--- src/rtl/swc_pkg.sv ---
package swc_pkg;

  typedef enum logic [1:0] {
    ST_IDLE,
    ST_RX_LAT,
    ST_TX_CELL,
    ST_RX_CELL
  } codecState_t;

  // one-cycle strobes from control to datapath
  typedef struct packed {
    logic loadTx;   // accepted transmit start
    logic loadRx;   // accepted receive start
    logic txNext;   // move to next data cell
    logic txPar;    // move to the parity cell
    logic txEnd;    // parity cell finished, enter low tail
    logic rxBit;    // sample point of a data cell
    logic rxPar;    // sample point of the parity cell
    logic rxEnd;    // last receive cell finished
  } strobe_t;

endpackage

--- src/rtl/swc_ctrl.sv ---
module swc_ctrl #(
  parameter int DATA_W   = 8,
  parameter int PERIOD_W = 8,
  parameter int WID_W    = 4,
  parameter int SYNC_LAT = 2
) (
  input  logic                clk,
  input  logic                rstN,
  input  logic                start,
  input  logic                txMode,
  input  logic [WID_W-1:0]    chunkWidth,
  input  logic [PERIOD_W-1:0] bitPeriod,
  output swc_pkg::strobe_t    strobes,
  output logic [WID_W-1:0]    effLen,
  output logic                busy
);
  import swc_pkg::*;

  localparam int LAT_W = $clog2(SYNC_LAT + 1);
  localparam logic [LAT_W-1:0]    LAT_LAST  = LAT_W'(SYNC_LAT - 1);
  localparam logic [WID_W-1:0]    FULL_LEN  = WID_W'(DATA_W);
  localparam logic [WID_W-1:0]    LEN_ZERO  = '0;
  localparam logic [WID_W-1:0]    LEN_ONE   = WID_W'(1);
  localparam logic [PERIOD_W-1:0] PER_ONE   = PERIOD_W'(1);
  localparam logic [PERIOD_W-1:0] PER_RESET = PERIOD_W'(4);

  codecState_t         state;
  logic [PERIOD_W-1:0] cnt;
  logic [PERIOD_W-1:0] perReg;
  logic [WID_W-1:0]    cellIdx;
  logic [LAT_W-1:0]    latCnt;

  logic startAcc;
  logic cellEnd;
  logic sampleHit;

  // out-of-range widths fall back to the full data width
  always_comb begin
    if (chunkWidth == LEN_ZERO || chunkWidth > FULL_LEN) effLen = FULL_LEN;
    else                                                 effLen = chunkWidth;
  end

  assign startAcc  = start && (state == ST_IDLE);
  assign cellEnd   = (cnt == perReg - PER_ONE);
  assign sampleHit = (cnt == (perReg >> 1) - PER_ONE);
  assign busy      = (state != ST_IDLE);

  always_comb begin
    strobes        = '0;
    strobes.loadTx = startAcc && txMode;
    strobes.loadRx = startAcc && !txMode;
    if (state == ST_TX_CELL && cellEnd) begin
      if (cellIdx > LEN_ONE)       strobes.txNext = 1'b1;
      else if (cellIdx == LEN_ONE) strobes.txPar  = 1'b1;
      else                         strobes.txEnd  = 1'b1;
    end
    if (state == ST_RX_CELL) begin
      if (sampleHit) begin
        if (cellIdx != LEN_ZERO) strobes.rxBit = 1'b1;
        else                     strobes.rxPar = 1'b1;
      end
      if (cellEnd && cellIdx == LEN_ZERO) strobes.rxEnd = 1'b1;
    end
  end

  always_ff @(posedge clk or negedge rstN) begin
    if (!rstN) begin
      state   <= ST_IDLE;
      cnt     <= '0;
      perReg  <= PER_RESET;
      cellIdx <= '0;
      latCnt  <= '0;
    end else begin
      unique case (state)
        ST_IDLE: begin
          if (startAcc) begin
            perReg  <= bitPeriod;
            cellIdx <= effLen;
            cnt     <= '0;
            latCnt  <= '0;
            state   <= txMode ? ST_TX_CELL : ST_RX_LAT;
          end
        end
        ST_RX_LAT: begin
          // shift the receive cell grid by the synchronizer latency
          if (latCnt == LAT_LAST) begin
            state <= ST_RX_CELL;
            cnt   <= '0;
          end else begin
            latCnt <= latCnt + 1'b1;
          end
        end
        ST_TX_CELL, ST_RX_CELL: begin
          if (cellEnd) begin
            cnt <= '0;
            if (cellIdx == LEN_ZERO) state <= ST_IDLE;
            else                     cellIdx <= cellIdx - LEN_ONE;
          end else begin
            cnt <= cnt + PER_ONE;
          end
        end
        default: state <= ST_IDLE;
      endcase
    end
  end

endmodule

--- src/rtl/swc_dpath.sv ---
module swc_dpath #(
  parameter int DATA_W   = 8,
  parameter int WID_W    = 4,
  parameter int ERR_W    = 4,
  parameter int SYNC_LAT = 2
) (
  input  logic              clk,
  input  logic              rstN,
  input  swc_pkg::strobe_t  strobes,
  input  logic [WID_W-1:0]  effLen,
  input  logic [DATA_W-1:0] txData,
  input  logic              lineIn,
  output logic              lineOut,
  output logic              lineOe,
  output logic [DATA_W-1:0] rxData,
  output logic              parityErr,
  output logic [ERR_W-1:0]  errCount,
  output logic              done
);
  localparam logic [WID_W-1:0] FULL_LEN = WID_W'(DATA_W);
  localparam logic [ERR_W-1:0] ERR_MAX  = '1;

  logic [SYNC_LAT-1:0] syncPipe;
  logic                lineSync;

  logic [DATA_W-1:0] aligned;
  logic              txParCalc;
  logic [DATA_W-1:0] txShift;
  logic              txParBit;

  logic [DATA_W-1:0] rxShift;
  logic              rxAcc;
  logic              rxParSeen;
  logic              rxMismatch;

  // input synchronizer, idle level high
  always_ff @(posedge clk or negedge rstN) begin
    if (!rstN) syncPipe <= '1;
    else       syncPipe <= {syncPipe[SYNC_LAT-2:0], lineIn};
  end
  assign lineSync = syncPipe[SYNC_LAT-1];

  // left-align the chunk so its top bit sits at the MSB, and build even parity
  always_comb begin
    aligned   = txData << (FULL_LEN - effLen);
    txParCalc = 1'b0;
    for (int i = 0; i < DATA_W; i++) begin
      if (WID_W'(i) < effLen) txParCalc = txParCalc ^ txData[i];
    end
  end

  always_ff @(posedge clk or negedge rstN) begin
    if (!rstN) begin
      lineOut  <= 1'b0;
      lineOe   <= 1'b0;
      txShift  <= '0;
      txParBit <= 1'b0;
    end else begin
      if (strobes.loadTx) begin
        lineOe   <= 1'b1;
        lineOut  <= aligned[DATA_W-1];
        txShift  <= aligned << 1;
        txParBit <= txParCalc;
      end else if (strobes.loadRx) begin
        lineOe  <= 1'b0;
        lineOut <= 1'b0;
      end else if (strobes.txNext) begin
        lineOut <= txShift[DATA_W-1];
        txShift <= txShift << 1;
      end else if (strobes.txPar) begin
        lineOut <= txParBit;
      end else if (strobes.txEnd) begin
        lineOut <= 1'b0;  // low tail, drive enable kept
      end
    end
  end

  assign rxMismatch = rxParSeen ^ rxAcc;

  always_ff @(posedge clk or negedge rstN) begin
    if (!rstN) begin
      rxShift   <= '0;
      rxAcc     <= 1'b0;
      rxParSeen <= 1'b0;
      rxData    <= '0;
      parityErr <= 1'b0;
      errCount  <= '0;
    end else begin
      if (strobes.loadRx) begin
        rxShift <= '0;
        rxAcc   <= 1'b0;
      end else if (strobes.rxBit) begin
        rxShift <= {rxShift[DATA_W-2:0], lineSync};
        rxAcc   <= rxAcc ^ lineSync;
      end else if (strobes.rxPar) begin
        rxParSeen <= lineSync;
      end else if (strobes.rxEnd) begin
        rxData    <= rxShift;
        parityErr <= rxMismatch;
        if (rxMismatch && errCount != ERR_MAX) errCount <= errCount + 1'b1;
      end
    end
  end

  always_ff @(posedge clk or negedge rstN) begin
    if (!rstN) done <= 1'b0;
    else       done <= strobes.txEnd | strobes.rxEnd;
  end

endmodule

--- src/rtl/swire_chunk_codec.sv ---
module swire_chunk_codec #(
  parameter int DATA_W   = 8,
  parameter int PERIOD_W = 8,
  parameter int ERR_W    = 4,
  parameter int SYNC_LAT = 2,
  localparam int WID_W   = $clog2(DATA_W + 1)
) (
  input  logic                clk,
  input  logic                rstN,
  input  logic                start,
  input  logic                txMode,
  input  logic [WID_W-1:0]    chunkWidth,
  input  logic [PERIOD_W-1:0] bitPeriod,
  input  logic [DATA_W-1:0]   txData,
  input  logic                lineIn,
  output logic                lineOut,
  output logic                lineOe,
  output logic [DATA_W-1:0]   rxData,
  output logic                parityErr,
  output logic [ERR_W-1:0]    errCount,
  output logic                busy,
  output logic                done
);
  swc_pkg::strobe_t strobes;
  logic [WID_W-1:0] effLen;

  swc_ctrl #(
    .DATA_W(DATA_W), .PERIOD_W(PERIOD_W), .WID_W(WID_W), .SYNC_LAT(SYNC_LAT)
  ) ctrl_i (
    .clk(clk), .rstN(rstN), .start(start), .txMode(txMode),
    .chunkWidth(chunkWidth), .bitPeriod(bitPeriod),
    .strobes(strobes), .effLen(effLen), .busy(busy)
  );

  swc_dpath #(
    .DATA_W(DATA_W), .WID_W(WID_W), .ERR_W(ERR_W), .SYNC_LAT(SYNC_LAT)
  ) dpath_i (
    .clk(clk), .rstN(rstN), .strobes(strobes), .effLen(effLen),
    .txData(txData), .lineIn(lineIn), .lineOut(lineOut), .lineOe(lineOe),
    .rxData(rxData), .parityErr(parityErr), .errCount(errCount), .done(done)
  );

endmodule

--- config.mk ---
export PLATFORM = sky130hd
export DESIGN_NAME = swire_chunk_codec
export DESIGN_NICKNAME = d
export VERILOG_FILES = /design/src/rtl/swc_pkg.sv /design/src/rtl/swc_ctrl.sv /design/src/rtl/swc_dpath.sv /design/src/rtl/swire_chunk_codec.sv
export SDC_FILE = /design/constraint.sdc
export NUM_CORES = 1
export LEC_CHECK = 0
export BUFFER_PORTS_ARGS = -buffer_cell sky130_fd_sc_hd__clkbuf_2
export CORE_ASPECT_RATIO = 0.8
export CORE_MARGIN = 2
export CORE_UTILIZATION = 45
export DETAILED_ROUTE_END_ITERATION = 8
export PLACE_DENSITY = 0.67
export SLEW_MARGIN = 20
export SYNTH_ARGS = -nofsm -noshare
export SYNTH_HDL_FRONTEND = slang
export SYNTH_SLANG_ARGS = --single-unit
--- constraint.sdc ---
create_clock -name clk -period 3.88 [get_ports clk]
set_input_delay 0.388 -clock clk [delete_from_list [all_inputs] [get_ports clk]]
set_output_delay 0.388 -clock clk [all_outputs]
set_load 0.01 [all_outputs]
==> metrics.cfg, run 1 <==
[pwr]
seqPwrFrac_pct=38.3
power_mw=3.134
p_int_mw=1.865
p_leak_nw=1.985
power_density_nw_per_um2=741.5
p_switching_mw=1.269
irDropWorstVdd_mv=0.3897
p_sw_share_pct=40.48
comb_power_share_pct=42.3
p_clk_share_pct=19.5

[worst_setup_path]
endpoint_kind=register
worstSetupStartpointType=register
cp.required_ns=4.09
regToRegSetupSlack_ns=0.76
r2r-start=ctrl_i.perReg[2]$_DFFE_PN1P_
r2r_cells=9
critPathArrivalTime_ns=3.33
critical_path_class=register to register
crit_fanout=12
worstReg2RegEnd=dpath_i.errCount[1]$_DFFE_PN0P_

[yosys]
synth_nets=430
synth_cell_types=63
synth_seq_cells=60
synth_edf_count=0
synth.avg_cell_area_sq_um=9.512
async_reset_ff_share_pct=100.0
synth_seq_area_share_pct=40.06
yosys_warnings=0
syn_inst=395
synth_flop_cell=dfrtp_1
synthesis.area_sq_um=3757

[clock_tree]
cts_root_buf=clkbuf_8
clock_sinks=60
cts_max_level=3
clk_transition_reported_paths_ns=0.07
cts_resized=0
cts-buffers-inserted=9
insertion_delay_ns=0.33
cts_setup_buffers=0
cts_tree=built
cts_buffer_depth=2
cts_hold_buf=0

[sta]
setup-tns-final_ns=0
worstMarginPinSlew_ns=0.7686
max_freq_mhz=320.6
finalSetupViolCount=0
skew_ns=0.008608
whs_ns=0.1194
finalCritPeriodShare_pct=80.40
relSlewSlack_pct=48.76
rsz0062_at_grt=no
period_minus_slack_ns=3.120
drv_slew=0
hold_viol=0

[placement]
place.gp.congestion=0.9164
post_dp_cell_area_sq_um=4010
hpwl_microns=5891
numPortBuffers=41

[route]
drtAntennaViolNets=0
remaining_drc_errors=0
drt_iter0_markers=136
wirelength_microns=8021
dr_total_vias=2960
viasPerCell=5.471
drtPass1Iterations=4
routedWlPerCell_microns=14.83

[cells_and_area]
drive_gt1_share_pct=20.55
syn_to_final_growth_pct=12.49
fin_area_sq_um=4227
nNetsFinal=463
n_fill_cell=721
n_antenna_cell=0
utilization_pct=52.71

[floorplan]
die_y_microns=85.73
rows=29
pin_count=42
dieArea_sq_um=9101
start_util_pct=46.86
die_width_microns=106.2
core_sq_um=8019

[global_route]
grt_max_degree=33
grt-ovfl-total=0
grt_pass1_vias=2930
grt_pass1_wl_microns=14060
grt_usage_pct=19.20
antenna_found_initial=0

[run_status]
status=completed

[job]
cap_violations=0

[worst_hold_path]
min_path_type=input pin to asynchronous set/reset pin

-- worst max-delay path, stage by stage, from the launching register on --
cell	delay, ns
dfstp_2	0.63
inv_1	0.12
ha_1	0.26
a21boi_2	0.21
a2111o_1	0.41
o311ai_1	0.07
a31oi_1	0.11
nand4bb_2	0.53
nor2_1	0.31
mux2_2	0.36
-- power groups by stage --
stage | logic (mW) | registers (mW) | clock network [mW]
2_1_floorplan | 1.18 | 1.05 | 0
3_3_place_gp | 1.29 | 1.19 | 0
3_5_place_dp | 1.32 | 1.20 | 0
4_1_cts | 1.33 | 1.19 | 0.628
5_1_grt | 1.50 | 1.24 | 0.657
6_report | 1.32 | 1.20 | 0.610
-- placed cells by master, fill, tap and decap left out, types with 9 or more instances in the layout --
| cell type | instances |
|---|---|
| dfrtp_1 | 57 |
| nand2_1 | 47 |
| nor2_1 | 29 |
| inv_1 | 16 |
| o21ai_0 | 20 |
| mux2_2 | 14 |
| clkbuf_2 | 41 |
| ha_1 | 10 |
| clkbuf_8 | 9 |
| nand3_1 | 9 |
| mux2i_1 | 24 |
| nor3_1 | 13 |
| xnor2_1 | 12 |
| xor2_1 | 13 |
| a21oi_1 | 16 |
-- cells in the mapped netlist, types with 2 or more instances --
cell type  instances  share of area [%]
a21oi_1           16                2.1
a31oi_1            7                1.2
o31ai_1            2               0.40
dfrtp_1           57                 38
ha_1              10                3.3
xor2_1            13                3.0
nand2_1           47                4.7
buf_2             10                1.3
a21boi_0           2               0.40
o21ai_0           20                2.7
mux4_2             2                1.2
nor4_1             3               0.50
nand3_1            9                1.2
nand4_1            5               0.83
o22ai_1            5               0.83
and2_1             2               0.33
mux2_2            14                4.2
o211ai_1           2               0.40
xnor2_1           12                2.8
nor3_1            13                1.7
mux2i_1           24                6.4
nand2b_1           8                1.3
a21o_1             4               0.80
a22o_1             4               0.93
nor2b_1            7                1.2
inv_1             16                1.6
clkbuf_1          10                1.0
buf_6              2               0.60
dfstp_2            3                2.1
nor2_1            29                2.9
nor3b_1            2               0.40
mux2_1             3               0.90
o31a_1             2               0.47
-- cell type report --
| type | count | area (sq um) | area share, % |
|---|---|---|---|
| multi-input cells | 297 | 2082 | 49.26 |
| flip-flops and latches | 60 | 1505 | 35.61 |
| repair buffers | 44 | 227.7 | 5.388 |
| well taps | 108 | 135.1 | 3.197 |
| clock buffers | 10 | 127.6 | 3.020 |
| clock inverters | 6 | 88.84 | 2.102 |
| inverters | 16 | 60.06 | 1.421 |
-- flip-flops by register name, indices dropped and copies added (netlist names) --
signal and flops:
ctrl_i.cnt 8, ctrl_i.perReg 8, dpath_i.rxData 8, dpath_i.rxShift 8, dpath_i.txShift 7, ctrl_i.cellIdx 4, dpath_i.errCount 4, ctrl_i.latCnt 2
ctrl_i.state 2, dpath_i.syncPipe 2, dpath_i.done 1, dpath_i.lineOe 1, dpath_i.lineOut 1, dpath_i.parityErr 1, dpath_i.rxAcc 1, dpath_i.rxParSeen 1
dpath_i.txParBit 1
-- metal layers --
layer	track usage, %	up-vias	wire [microns]
li1	-	1469	-
met1	26.96	1413	3994
met2	29.95	72	3601
met3	4.559	6	360
met4	5.263	0	65
met5	0	-	0
-- how the worst max path moves through the flow --
stage	start	end	slack, ns	cells past startpoint
after floorplan	ctrl_i.perReg[2]$_DFFE_PN1P_	dpath_i.txShift[2]$_DFFE_PN0P_	1.09	11
after global placement	ctrl_i.perReg[2]$_DFFE_PN1P_	dpath_i.errCount[1]$_DFFE_PN0P_	0.84	9
after detailed placement	ctrl_i.perReg[2]$_DFFE_PN1P_	dpath_i.errCount[1]$_DFFE_PN0P_	0.75	9
after CTS	ctrl_i.perReg[2]$_DFFE_PN1P_	dpath_i.errCount[1]$_DFFE_PN0P_	0.73	9
after global routing	ctrl_i.perReg[2]$_DFFE_PN1P_	dpath_i.errCount[1]$_DFFE_PN0P_	0.52	9
final	ctrl_i.perReg[2]$_DFFE_PN1P_	dpath_i.errCount[1]$_DFFE_PN0P_	0.76	9
-- cells by family after synthesis --
| family | after synthesis | synth area share [%] |
|---|---|---|
| simple gates | 135 | 17.88 |
| compound gates | 84 | 15.68 |
| flops | 60 | 40.06 |
| mux | 43 | 12.69 |
| buf+inv | 38 | 4.529 |
| xor+xnor | 25 | 5.828 |
| fa+ha+maj | 10 | 3.330 |
-- stage by stage --
stage / setup WS, ns / std cells
floorplan: 1.092 / 395
global placement: 0.8422 / 525
detailed placement: 0.7452 / 525
CTS: 0.7304 / 541
global route: 0.5245 / 541
finish: 0.7604 / 541
(Power assumes the default switching activity.)
==> run 2: changes to the inputs <==
Clock period 3.88 ns to 3.2 ns, I/O delays scaled along.
==> metrics.cfg, run 2 (synthesis results as in run 1) <==
[run_status]
status=complete, but fails checks
violations=hold timing

[worst_setup_path]
critical_path.slowest_cell=or4_1
crit_buf_inv=1  ; unchanged
worstReg2RegEnd=dpath_i.txShift[6]$_DFFE_PN0P_
critical_path_class=register to register
critPathArrivalTime_ns=3.20  ; -0.13 ns
r2r_cells=9  ; unchanged
cp.required_ns=3.42  ; -0.67 ns
endpoint_kind=register
cpLargestDelayFamily=compound AO/OA/AOI/OAI gates
path_cells=inv_1 -> ha_1 -> a21boi_2 -> a2111o_1 -> o311ai_1 -> a31oi_1 -> or4_1 -> mux2i_1 -> mux2i_1
crit_fanout=9  ; -3
worstSetupStartpointType=register
max_stage_delay_ns=0.74  ; +0.11 ns
regToRegSetupSlack_ns=0.21  ; -0.55 ns
path_common_cell=mux2i_1
r2r-start=ctrl_i.perReg[2]$_DFFE_PN1P_

[route]
routedWlPerCell_microns=14.79  ; -0.23%
remaining_drc_errors=0  ; unchanged
wirelength_microns=8062  ; +0.51%
drtAntennaViolNets=0  ; unchanged
viasPerCell=5.462  ; -0.16%
drt_iter0_markers=152  ; +12%
dr_total_vias=2977  ; +0.57%
drtPass1Iterations=4  ; unchanged

[global_route]
antenna_found_initial=0  ; unchanged
grt_util_met3_pct=5.547  ; +0.99 points
top_usage_layer=met2
met2_usage_pct=30.13  ; +0.17 points
met1_usage_pct=28.16  ; +1.2 points
grt_usage_pct=19.79  ; +0.60 points
grt_max_degree=44  ; +33%
grt_pass1_wl_microns=14270  ; +1.5%
grt_pass1_vias=2906  ; -0.82%
grt-ovfl-total=0  ; unchanged

[sta]
finalSetupViolCount=0  ; unchanged
period_minus_slack_ns=2.987  ; -0.1331 ns
max_freq_mhz=334.8  ; +4.5%
setup-tns-final_ns=0  ; unchanged
hold_viol=38  ; +38
whs_ns=-0.04661  ; -0.1660 ns
worstMarginPinSlew_ns=0.6145  ; -0.1541 ns
relSlewSlack_pct=58.50  ; +9.7 points
finalCritPeriodShare_pct=93.33  ; +13 points
skew_ns=0.01149  ; +0.002882 ns
rsz0062_at_grt=no
drv_slew=0  ; unchanged

[cells_and_area]
n_antenna_cell=0  ; unchanged
syn_to_final_growth_pct=12.69
final_cell_mix=dfrtp_1, nand2_1, clkbuf_2, nor2_1, mux2i_1
n_fill_cell=751  ; +4.2%
fin_area_sq_um=4234  ; +0.18%
drive_gt1_share_pct=21.28  ; +0.73 points
nNetsFinal=467  ; +0.86%
layout_commonest_cell=dfrtp_1

[pwr]
power_density_nw_per_um2=882.8  ; +19%
irDropWorstVdd_mv=0.3880  ; -0.45%
p_sw_share_pct=41.46  ; +0.98 points
comb_power_share_pct=43.3  ; +1.0 points
p_clk_share_pct=18.0  ; -1.5 points
p_leak_nw=1.994  ; +0.46%
seqPwrFrac_pct=38.7  ; +0.4 points
p_switching_mw=1.550  ; +22%
p_int_mw=2.188  ; +17%

[floorplan]
rows=29  ; unchanged
dieArea_sq_um=9101  ; unchanged
die_y_microns=85.73  ; unchanged
core_sq_um=8019  ; unchanged
die_width_microns=106.2  ; unchanged
start_util_pct=46.86  ; unchanged
pin_count=42  ; unchanged

[clock_tree]
insertion_delay_ns=0.34  ; about the same
cts-buffers-inserted=9  ; unchanged
clock_sinks=60  ; unchanged
cts_resized=0  ; unchanged
cts_max_level=3  ; unchanged
cts_hold_buf=0  ; unchanged
cts_tree=built
cts_buffer_depth=2  ; unchanged
cts_root_buf=clkbuf_8
clk_transition_reported_paths_ns=0.07  ; about the same
cts_setup_buffers=0  ; unchanged

[worst_hold_path]
min_path_type=input pin to asynchronous set/reset pin

[placement]
place.gp.congestion=0.8865  ; -3.3%
numPortBuffers=41  ; unchanged
hpwl_microns=6053  ; +2.8%
post_dp_cell_area_sq_um=4040  ; +0.75%

[job]
cap_violations=0  ; unchanged

## run 2: how the worst max path moves through the flow
stage | start | to | slack (ns) | depth (start not counted)
2_1_floorplan | ctrl_i.perReg[2]$_DFFE_PN1P_ | dpath_i.txShift[2]$_DFFE_PN0P_ | 0.41 | 11
6_report | ctrl_i.perReg[2]$_DFFE_PN1P_ | dpath_i.txShift[6]$_DFFE_PN0P_ | 0.21 | 9
5_1_grt | ctrl_i.perReg[2]$_DFFE_PN1P_ | dpath_i.txShift[6]$_DFFE_PN0P_ | 0.02 | 9
4_1_cts | ctrl_i.perReg[2]$_DFFE_PN1P_ | dpath_i.txShift[6]$_DFFE_PN0P_ | 0.21 | 9
3_3_place_gp | ctrl_i.perReg[2]$_DFFE_PN1P_ | dpath_i.txShift[2]$_DFFE_PN0P_ | 0.30 | 9
3_5_place_dp | ctrl_i.perReg[2]$_DFFE_PN1P_ | dpath_i.txShift[6]$_DFFE_PN0P_ | 0.22 | 9
## run 2: power by group through the flow
stage / clock network [mW] / registers (mW) / logic [mW]
finish: 0.672 / 1.45 / 1.62
detailed placement: 0 / 1.45 / 1.62
global route: 0.730 / 1.50 / 1.84
global placement: 0 / 1.44 / 1.56
CTS: 0.698 / 1.44 / 1.63
floorplan: 0 / 1.27 / 1.43
## run 2: worst register-to-register path: cells and delay by family (launching register included)
| family | cells | cell delay (ns) |
|---|---|---|
| AOI/OAI and AO/OA | 4 | 0.82 |
| and+or+nand+nor | 1 | 0.74 |
| DFF | 1 | 0.62 |
| muxes | 2 | 0.32 |
| adders and majority gates | 1 | 0.25 |
| buffers and inverters | 1 | 0.11 |
## run 2: area by class of cell
cell class	count	area [sq um]	area share [%]
Clock buffer	10	127.6	3.014
Clock inverter	6	63.81	1.507
Inverter	16	60.06	1.418
Timing Repair Buffer	48	260.3	6.147
Tap cell	108	135.1	3.191
Sequential cell	60	1505	35.55
Multi-Input combinational cell	297	2082	49.17
## run 2: stage by stage
step | hold slack [ns] | total power [mW] | utilization (%) | worst slack (ns) | instances
after floorplan | 0.02441 | 2.694 | - | 0.4123 | 395
after global placement | 0.3508 | 3.006 | 50.38 | 0.3038 | 529
after detailed placement | 0.3509 | 3.072 | 50.38 | 0.2223 | 529
after CTS | 0.03096 | 3.770 | 52.77 | 0.2107 | 545
after global routing | 0.004506 | 4.077 | 52.80 | 0.02011 | 545
final | -0.04661 | 3.738 | 52.80 | 0.2134 | 545
## run 2: routing by layer
| metal | up-vias | share of wire [%] | routed length (microns) |
|---|---|---|---|
| li1 | 1481 | - | - |
| met4 | 0 | 0.92 | 74 |
| met2 | 44 | 46 | 3710 |
| met1 | 1444 | 49 | 3973 |
| met5 | - | 0 | 0 |
| met3 | 8 | 3.8 | 305 |
==> run 3: changes to the inputs <==
Settings changed: CTS_BUF_LIST set to sky130_fd_sc_hd__clkbuf_8 sky130_fd_sc_hd__clkbuf_16, REMOVE_ABC_BUFFERS set to 1.
==> metrics.cfg, run 3 (synthesis results as in run 1) <==
[pwr]
comb_power_share_pct=42.6  ; -0.7 points
seqPwrFrac_pct=37.6  ; -1.1 points
irDropWorstVdd_mv=0.4029  ; +3.9%
p_clk_share_pct=19.8  ; +1.8 points
p_sw_share_pct=40.80  ; -0.66 points
p_int_mw=2.273  ; +3.9%
power_density_nw_per_um2=899.0  ; +1.8%
p_leak_nw=2.015  ; +1.1%
p_switching_mw=1.566  ; +1.1%

[cells_and_area]
final_cell_mix=dfrtp_1, nand2_1, clkbuf_2, nor2_1, mux2i_1
layout_commonest_cell=dfrtp_1
finalNonFillerCells=545  ; unchanged
nNetsFinal=467  ; unchanged
syn_to_final_growth_pct=13.65
drive_gt1_share_pct=21.51  ; +0.23 points
n_fill_cell=757  ; +0.80%
n_antenna_cell=0  ; unchanged

[worst_setup_path]
r2r-start=ctrl_i.perReg[2]$_DFFE_PN1P_
worstSetupEndpoint=dpath_i.txShift[2]$_DFFE_PN0P_
critPathArrivalTime_ns=3.11  ; -0.09 ns
critical_path_class=register to register
cp.required_ns=3.41  ; about the same
critical_path.startpoint=ctrl_i.perReg[2]$_DFFE_PN1P_
crit_cells=9  ; unchanged
cpLargestDelayFamily=compound AO/OA/AOI/OAI gates
worstReg2RegEnd=dpath_i.txShift[2]$_DFFE_PN0P_
crit_buf_inv=1  ; unchanged
critical_path.slowest_cell=or4_4
max_stage_delay_ns=0.66  ; -0.08 ns
worstSetupStartpointType=register
crit_fanout=9  ; unchanged
endpoint_kind=register
regToRegSetupSlack_ns=0.30  ; +0.09 ns
r2r_cells=9  ; unchanged
path_cells=inv_1 -> ha_1 -> a21boi_2 -> a2111o_1 -> o311ai_1 -> a31oi_1 -> or4_4 -> mux2i_1 -> o32ai_1

[sta]
skew_ns=0.006753  ; -0.004737 ns
period_minus_slack_ns=2.897  ; -0.08967 ns
setup-tns-final_ns=0  ; unchanged
whs_ns=0.05931  ; +0.1059 ns
hold_viol=0  ; -100%
finalSetupViolCount=0  ; unchanged
rsz0062_at_grt=no
worstMarginPinSlew_ns=0.6304  ; +0.01590 ns
drv_slew=0  ; unchanged
relSlewSlack_pct=57.42  ; -1.1 points
max_freq_mhz=345.2  ; +3.1%
finalCritPeriodShare_pct=90.53  ; -2.8 points

[job]
cap_violations=0  ; unchanged

[global_route]
grt-ovfl-total=0  ; unchanged
antenna_found_initial=0  ; unchanged
grt_pass1_wl_microns=13850  ; -3.0%
grt_max_degree=38  ; -14%
grt_pass1_vias=2900  ; -0.21%
grt_usage_pct=19.21  ; -0.58 points

[clock_tree]
cts_tree=built
cts_buffer_depth=2  ; unchanged
cts_setup_buffers=0  ; unchanged
clock_sinks=60  ; unchanged
cts_max_level=3  ; unchanged
cts-buffers-inserted=9  ; unchanged
insertion_delay_ns=0.34  ; about the same
cts_root_buf=clkbuf_8
clk_transition_reported_paths_ns=0.07  ; about the same

[route]
routedWlPerCell_microns=14.82  ; +0.19%
drtPass1Iterations=4  ; unchanged
dr_total_vias=3002  ; +0.84%
viasPerCell=5.508  ; +0.84%
drtAntennaViolNets=0  ; unchanged
drt_iter0_markers=172  ; +13%
wirelength_microns=8077  ; +0.19%
remaining_drc_errors=0  ; unchanged

[floorplan]
start_util_pct=46.86  ; unchanged
die_width_microns=106.2  ; unchanged
core_sq_um=8019  ; unchanged
rows=29  ; unchanged
dieArea_sq_um=9101  ; unchanged
die_y_microns=85.73  ; unchanged
pin_count=42  ; unchanged

[run_status]
status=completed

[placement]
dp_cells=528  ; -0.19%
numPortBuffers=41  ; unchanged
place.gp.congestion=0.8669  ; -2.2%
hpwl_microns=5893  ; -2.7%

[worst_hold_path]
min_path_type=input pin to register
holdPathStages=1

[run 3: power groups by stage]
stage / Combinational, mW / Clock [mW] / Sequential, mW
CTS: 1.64 / 0.776 / 1.44
global route: 1.83 / 0.813 / 1.51
finish: 1.64 / 0.759 / 1.44
global placement: 1.57 / 0 / 1.44
floorplan: 1.24 / 0 / 1.38
detailed placement: 1.61 / 0 / 1.45
[run 3: metrics by stage]
step / cell area [sq um] / utilization, % / setup WS, ns / power (mW)
after detailed placement: 4033 / 50.29 / 0.1805 / 3.065
after CTS: 4267 / 53.21 / 0.1680 / 3.854
after floorplan: 3647 / - / 0.1600 / 2.622
final: 4270 / 53.25 / 0.3031 / 3.839
after global routing: 4270 / 53.25 / 0.1568 / 4.149
after global placement: 4033 / 50.29 / 0.2652 / 3.011
[run 3: worst min path at each step]
stage	from	endpoint	slack [ns]
floorplan	rstN	ctrl_i.cellIdx[0]$_DFFE_PN0P_	0.02
finish	lineIn	dpath_i.syncPipe[0]$_DFF_PN1_	0.06
CTS	lineIn	dpath_i.syncPipe[0]$_DFF_PN1_	0.04
detailed placement	rstN	ctrl_i.perReg[1]$_DFFE_PN0P_	0.35
global placement	rstN	ctrl_i.perReg[1]$_DFFE_PN0P_	0.35
global route	lineIn	dpath_i.syncPipe[0]$_DFF_PN1_	0.03
[run 3: repair_timing]
action	CTS	global route
endpoints found under the setup margin	0	2
hold buffers	1	0
gates resized for setup	0	1
endpoints found under the hold margin	22	0
[run 3: metal layers]
layer	part of all wire, %	track usage [%]
met1	50	27.17
met3	2.9	4.331
met4	1.1	6.220
met2	46	29.43
met5	0	0
[run 3: layout make-up]
| class | count | area, sq um | share of cell area [%] |
|---|---|---|---|
| Multi-Input combinational cell | 297 | 2086 | 48.84 |
| Sequential cell | 60 | 1505 | 35.25 |
| Timing Repair Buffer | 48 | 260.3 | 6.094 |
| Tap cell | 108 | 135.1 | 3.164 |
| Clock buffer | 9 | 123.9 | 2.901 |
| Clock inverter | 7 | 100.1 | 2.344 |
| Inverter | 16 | 60.06 | 1.406 |
